[config.mk]
export PLATFORM = sky130hd
export DESIGN_NAME = reset_hub
export DESIGN_NICKNAME = d
export VERILOG_FILES = /design/src/rtl/reset_hub_pkg.sv /design/src/rtl/reset_hub_sync.sv /design/src/rtl/reset_hub_stretch.sv /design/src/rtl/reset_hub_ctrl.sv /design/src/rtl/reset_hub_dp.sv /design/src/rtl/reset_hub.sv
export SDC_FILE = /design/constraint.sdc
export NUM_CORES = 1
export LEC_CHECK = 0
export BUFFER_PORTS_ARGS = -buffer_cell sky130_fd_sc_hd__buf_4
export CAP_MARGIN = 5
export CORE_MARGIN = 1
export CORE_UTILIZATION = 30
export DETAILED_ROUTE_END_ITERATION = 8
export GPL_TIMING_DRIVEN = 0
export SLEW_MARGIN = 15
export SYNTH_ARGS = -nofsm -noshare
export SYNTH_HDL_FRONTEND = slang
export SYNTH_SLANG_ARGS = --single-unit
[constraint.sdc]
create_clock -name clk -period 3.5 [get_ports clk]
set_clock_uncertainty 0.2 [all_clocks]
set_input_delay 0.7 -clock clk [delete_from_list [all_inputs] [get_ports clk]]
set_output_delay 0.7 -clock clk [all_outputs]
set_load 0.02 [all_outputs]
[src/rtl/reset_hub_pkg.sv]
package reset_hub_pkg;
  localparam int NUM_REQ = 8;
  localparam int NUM_SRC = 10;

  // status bit positions; software decodes these
  localparam int SRC_POR      = 0;
  localparam int SRC_EXT_HARD = 1;
  localparam int SRC_EXT_SOFT = 2;
  localparam int SRC_LOCK     = 3;
  localparam int SRC_CLK_SW   = 4;
  localparam int SRC_WDOG     = 5;
  localparam int SRC_CHKSTOP  = 6;
  localparam int SRC_DBG_HARD = 7;
  localparam int SRC_DBG_SOFT = 8;
  localparam int SRC_JTAG     = 9;

  localparam logic [NUM_SRC-1:0] SOFT_ONLY_MASK =
    (NUM_SRC'(1) << SRC_EXT_SOFT) | (NUM_SRC'(1) << SRC_DBG_SOFT);
  localparam logic [NUM_SRC-1:0] HARD_MASK = ~SOFT_ONLY_MASK;
  localparam logic [NUM_SRC-1:0] POR_STATUS = NUM_SRC'(1) << SRC_POR;

  typedef enum logic [0:0] {ST_POWERON, ST_RUN} rstState_t;

  typedef struct packed {
    logic sampleCfg;
    logic loadHard;
    logic loadSoft;
    logic captureCause;
  } ctrlStrobe_t;

  // request pin index -> status bit
  function automatic int reqToSrc(input int idx);
    case (idx)
      0:       return SRC_EXT_HARD;
      1:       return SRC_EXT_SOFT;
      2:       return SRC_CLK_SW;
      3:       return SRC_WDOG;
      4:       return SRC_CHKSTOP;
      5:       return SRC_DBG_HARD;
      6:       return SRC_DBG_SOFT;
      default: return SRC_JTAG;
    endcase
  endfunction
endpackage

[src/rtl/reset_hub_sync.sv]
module reset_hub_sync #(
  parameter int   WIDTH   = 1,
  parameter int   STAGES  = 2,
  parameter logic RST_VAL = 1'b0
) (
  input  logic             clk,
  input  logic             arstN,
  input  logic [WIDTH-1:0] din,
  output logic [WIDTH-1:0] dout
);
  logic [STAGES:0][WIDTH-1:0] chain;

  assign chain[0] = din;

  for (genvar s = 0; s < STAGES; s++) begin : g_stage
    always_ff @(posedge clk or negedge arstN) begin
      if (!arstN) chain[s+1] <= {WIDTH{RST_VAL}};
      else        chain[s+1] <= chain[s];
    end
  end

  assign dout = chain[STAGES];
endmodule

[src/rtl/reset_hub_stretch.sv]
module reset_hub_stretch #(
  parameter int STRETCH_CYC = 16
) (
  input  logic clk,
  input  logic arstN,
  input  logic load,
  output logic active
);
  localparam int CNT_W = $clog2(STRETCH_CYC + 2);
  localparam logic [CNT_W-1:0] CNT_LOAD = CNT_W'(STRETCH_CYC);

  logic [CNT_W-1:0] cntQ, cntD;
  logic activeQ;

  always_comb begin
    if (load)            cntD = CNT_LOAD;
    else if (cntQ != '0) cntD = cntQ - 1'b1;
    else                 cntD = '0;
  end

  always_ff @(posedge clk or negedge arstN) begin
    if (!arstN) begin
      cntQ    <= CNT_LOAD;
      activeQ <= 1'b1;
    end else begin
      cntQ    <= cntD;
      activeQ <= load || (cntD != '0);
    end
  end

  assign active = activeQ;
endmodule

[src/rtl/reset_hub_ctrl.sv]
module reset_hub_ctrl import reset_hub_pkg::*; (
  input  logic               clk,
  input  logic               porN,
  input  logic               porSyncN,
  input  logic               lockSync,
  input  logic [NUM_REQ-1:0] reqSyncN,
  output ctrlStrobe_t        strobe,
  output logic [NUM_SRC-1:0] activeSrc,
  output logic               inPor
);
  rstState_t stateQ, stateD;
  logic anyActPrevQ;
  logic anyAct;

  always_comb begin
    inPor     = (stateQ == ST_POWERON);
    activeSrc = '0;
    activeSrc[SRC_POR]  = inPor;
    activeSrc[SRC_LOCK] = !inPor && !lockSync;
    for (int i = 0; i < NUM_REQ; i++) begin
      activeSrc[reqToSrc(i)] = ~reqSyncN[i];
    end
    anyAct = |activeSrc;

    stateD = stateQ;
    if (inPor && porSyncN && lockSync) stateD = ST_RUN;

    strobe.sampleCfg    = inPor;
    strobe.loadHard     = |(activeSrc & HARD_MASK);
    strobe.loadSoft     = anyAct;
    strobe.captureCause = anyAct && !anyActPrevQ;
  end

  always_ff @(posedge clk or negedge porN) begin
    if (!porN) begin
      stateQ      <= ST_POWERON;
      anyActPrevQ <= 1'b1;
    end else begin
      stateQ      <= stateD;
      anyActPrevQ <= anyAct;
    end
  end
endmodule

[src/rtl/reset_hub_dp.sv]
module reset_hub_dp import reset_hub_pkg::*; #(
  parameter int CFG_W       = 3,
  parameter int STRETCH_CYC = 16
) (
  input  logic               clk,
  input  logic               porN,
  input  ctrlStrobe_t        strobe,
  input  logic [NUM_SRC-1:0] activeSrc,
  input  logic [CFG_W-1:0]   modeCfg,
  output logic               hardOn,
  output logic               softOn,
  output logic [CFG_W-1:0]   cfgHeld,
  output logic [NUM_SRC-1:0] status
);
  logic [NUM_SRC-1:0] statusQ;
  logic [CFG_W-1:0]   cfgQ;

  reset_hub_stretch #(.STRETCH_CYC(STRETCH_CYC)) u_hardStretch (
    .clk(clk), .arstN(porN), .load(strobe.loadHard), .active(hardOn)
  );

  reset_hub_stretch #(.STRETCH_CYC(STRETCH_CYC)) u_softStretch (
    .clk(clk), .arstN(porN), .load(strobe.loadSoft), .active(softOn)
  );

  always_ff @(posedge clk or negedge porN) begin
    if (!porN)                    statusQ <= POR_STATUS;
    else if (strobe.captureCause) statusQ <= activeSrc;
  end

  // no reset: sampled on every edge of the power-on state
  always_ff @(posedge clk) begin
    if (strobe.sampleCfg) cfgQ <= modeCfg;
  end

  assign status  = statusQ;
  assign cfgHeld = cfgQ;
endmodule

[src/rtl/reset_hub.sv]
module reset_hub import reset_hub_pkg::*; #(
  parameter int CFG_W       = 3,
  parameter int STRETCH_CYC = 16,
  parameter int SYNC_STAGES = 2
) (
  input  logic               clk,
  input  logic               porN,
  input  logic               pllLock,
  input  logic [NUM_REQ-1:0] reqN,
  input  logic [CFG_W-1:0]   modeCfg,
  output logic               hardRstN,
  output logic               softRstN,
  output logic [CFG_W-1:0]   cfgHeld,
  output logic [NUM_SRC-1:0] status
);
  logic               porSyncN;
  logic               lockSync;
  logic [NUM_REQ-1:0] reqSyncN;
  ctrlStrobe_t        ctrlStrobe;
  logic [NUM_SRC-1:0] activeSrc;
  logic               inPor;
  logic               hardOn;
  logic               softOn;

  reset_hub_sync #(.WIDTH(1), .STAGES(SYNC_STAGES), .RST_VAL(1'b0)) u_porSync (
    .clk(clk), .arstN(porN), .din(1'b1), .dout(porSyncN)
  );

  reset_hub_sync #(.WIDTH(1), .STAGES(SYNC_STAGES), .RST_VAL(1'b0)) u_lockSync (
    .clk(clk), .arstN(porN), .din(pllLock), .dout(lockSync)
  );

  reset_hub_sync #(.WIDTH(NUM_REQ), .STAGES(SYNC_STAGES), .RST_VAL(1'b1)) u_reqSync (
    .clk(clk), .arstN(porN), .din(reqN), .dout(reqSyncN)
  );

  reset_hub_ctrl u_ctrl (
    .clk(clk), .porN(porN), .porSyncN(porSyncN), .lockSync(lockSync),
    .reqSyncN(reqSyncN), .strobe(ctrlStrobe), .activeSrc(activeSrc), .inPor(inPor)
  );

  reset_hub_dp #(.CFG_W(CFG_W), .STRETCH_CYC(STRETCH_CYC)) u_dp (
    .clk(clk), .porN(porN), .strobe(ctrlStrobe), .activeSrc(activeSrc),
    .modeCfg(modeCfg), .hardOn(hardOn), .softOn(softOn),
    .cfgHeld(cfgHeld), .status(status)
  );

  assign hardRstN = ~hardOn;
  assign softRstN = ~softOn;
endmodule

==> reports/qor.txt <==
Register bit total from synthesis = 47
Post-synth top area cell = dfstp_2
DR vias/cell = 4.46
Crit path required time = 2600 ps
Main area contributors after synthesis = dfstp_2 (35%), dfrtp_1 (33%), edfxtp_1 (5.4%)
CTS tree = yes
PortBufs = 28
Final HPWL DP = 2040 microns
Tot GR Track Use = 11.1%
Distinct cells, synth = 32
Share of the synthesized area in the top cell type = 34.7%
Fin Hold WS = 152 ps
Power Total = 0.973 mW
Crit-path max FO = 1
Resized Gates After CTS = 0
Syn. warnings = 0
# H-tree levels = 2
Post-route clock period utilization = 53.8%
Layout cells sized above 1 = 39.6%
CTS clk-pin slew, worst paths = 80 ps
Startpoint types = register
Pre-Repair DR Iteration Count = 4
Syn Area/Cell = 14.1 sq um
Insertion delay to the later sink of the worst-skew pair = 290 ps
WL final = 2760 microns
Worst Hold Class = register to register
Mapped Area = 1660 sq um
Tmin final = 1880 ps
Worst setup EP type = output port
Via count = 998
Post-synthesis sequential area ratio = 73.2%
Largest net degree at the start of global routing = 45
Max Cap Viol = 0
Post-CTS Setup Inserts = 0
Drt wl/cell = 12.3 microns
Gate Count Post-Synth = 118
Setup TNS = 0 ps
Max Slew Vio Count = 0
Std-Cell Rows = 26
ANT cells = 0
Gpl congestion = 0.671
Final hold vios = 0
Final cell count without fillers = 224
Io pins = 29
Power Density = 473 nW/um^2
Initial antenna violation count = 0
CTS Root Cell = clkbuf_8
Antenna-violating nets left = 0
Total clock sinks = 47
Core Area = 5240 sq um
RSZ-0062 raised after global routing = no
GRT Residual Overflow = 0
Post-Syn Nets = 134
Tightest Pin Transition = 539 ps
Final Setup Violations = 0
Worst Setup Path Type = register to output port
Leak pwr = 0.898 nW
Max IR drop VDD = 246 uV
Vias in the first global route = 1034
Clock Path Buffers = 2
Starting DRT DRC Count = 112
Max-slew headroom = 63.6%
Drt drc = 0
Number of buffers created by CTS = 5
Area grow syn2layout = 23.6%
Initial Utilization = 31.8%
Global-route wire length before repair = 4930 microns
DIE HEIGHT = 76.5 microns
Total Die Area = 5850 sq um
Die X-Extent = 76.5 microns
Final nets = 169
# fillers = 490
Post-CTS Hold Buffers = 0
Status = completed
Data arrival, critical path = 980 ps
Final Util = 39.3%
Placed Cells incl. Taps = 216
Peak Freq = 531 MHz
## final timing paths
path / slack (ps) / to / cells after the start / from
max reg2reg: 1640 / u_dp.u_softStretch.active / 5 / u_dp.u_softStretch.cntQ[0]
min reg2reg: 150 / u_lockSync.dout / 0 / u_lockSync.chain[1]
min in group asynchronous: 180 / u_dp.status[4] / 1 / porN
min: 150 / u_lockSync.dout / 0 / u_lockSync.chain[1]
max in group asynchronous: 2530 / u_dp.u_hardStretch.cntQ[4] / 1 / porN
max: 1620 / softRstN / 2 / u_dp.u_softStretch.active
## kinds of logic after synthesis
logic type / Yosys count / share of synthesized area, %
compound gates: 16 / 8.57
simple gates: 38 / 12.3
buf+inv: 11 / 2.56
other cells: 1 / 0.225
flops: 47 / 73.2
fa+ha+maj: 2 / 1.50
xor+xnor: 3 / 1.58
## placed cells by master, fill, tap and decap left out, drive strengths merged, types with 2 or more instances in the layout
cell type | Yosys | final
dfstp | 22 | 22
inv | 9 | 9
a22o | 2 | 2
clkbuf | 2 | 9
or3 | 2 | 2
nand2 | 9 | 9
nor3 | 2 | 2
nor2 | 13 | 13
nor4b | 2 | 2
nand2b | 2 | 2
ha | 2 | 2
nand3 | 2 | 2
dfrtp | 22 | 22
o2bb2ai | 2 | 2
xnor2 | 3 | 3
edfxtp | 3 | 3
o221ai | 2 | 2
nand4 | 2 | 2
a21o | 4 | 4
buf | 0 | 28
## stage by stage
step | setup WS (ps) | instance area [sq um]
5_1_grt | 1530 | 2060
4_1_cts | 1600 | 2060
2_1_floorplan | 1840 | 1660
3_5_place_dp | 1690 | 1960
3_3_place_gp | 1710 | 1960
6_report | 1620 | 2060
## Yosys cell counts
master,number
nand2_1,9
inv_1,9
nand4_4,1
o21ai_0,1
nor3_1,2
or2_0,1
edfxtp_1,3
nand4_2,1
clkbuf_1,1
a22o_1,2
o31ai_4,1
or3_1,2
dfstp_2,22
a211o_1,1
nor4_1,1
xnor2_1,3
o2bb2ai_1,2
nor2b_1,1
a21o_1,4
a41oi_1,1
clkbuf_2,1
a21oi_1,1
o221ai_1,2
a2111o_1,1
nor4b_1,2
conb_1,1
ha_1,2
dfrtp_1,22
nand2b_1,2
nor2_1,13
or4_1,1
nand3_1,2
## per-layer routing
layer	global-route usage [%]	part of all wire [%]	wire [microns]	vias up
met5	0	0	0	-
li1	-	-	-	474
met1	13.6	45	1240	490
met2	17.4	49	1340	30
met4	5.77	1.8	51	0
met3	3.59	4.5	123	4
## where the power goes
group	leakage (nW)	internal (mW)	switching [mW]
clock network	0.0484	0.162	0.167
logic	0.337	0.0259	0.0302
registers	0.513	0.576	0.0120
total	0.898	0.764	0.209
## critical path: stages, from the launching register on
cell and delay [ps]:
dfstp_2 520, inv_1 30, buf_4 140
## area by class of cell
type	instances	area, sq um	area share [%]
flip-flops and latches	47	1220	59.2
multi-input cells	60	403	19.6
repair buffers	28	210	10.2
well taps	70	87.6	4.26
clock buffers	7	86.3	4.20
inverters	9	33.8	1.64
clock inverters	1	8.76	0.426
plain buffers	2	8.76	0.426
## registers in the layout, indices dropped and copies added, names as in the netlist
signal,flops
u_dp.u_softStretch.active,1
u_lockSync.chain,1
u_reqSync.dout,8
u_ctrl.anyActPrevQ,1
u_lockSync.dout,1
u_porSync.chain,1
u_dp.u_hardStretch.cntQ,5
u_dp.u_hardStretch.active,1
u_ctrl.stateQ,1
u_dp.cfgHeld,3
u_dp.status,10
u_reqSync.chain,8
u_porSync.dout,1
u_dp.u_softStretch.cntQ,5
Power figures use the tool's default switching activity.
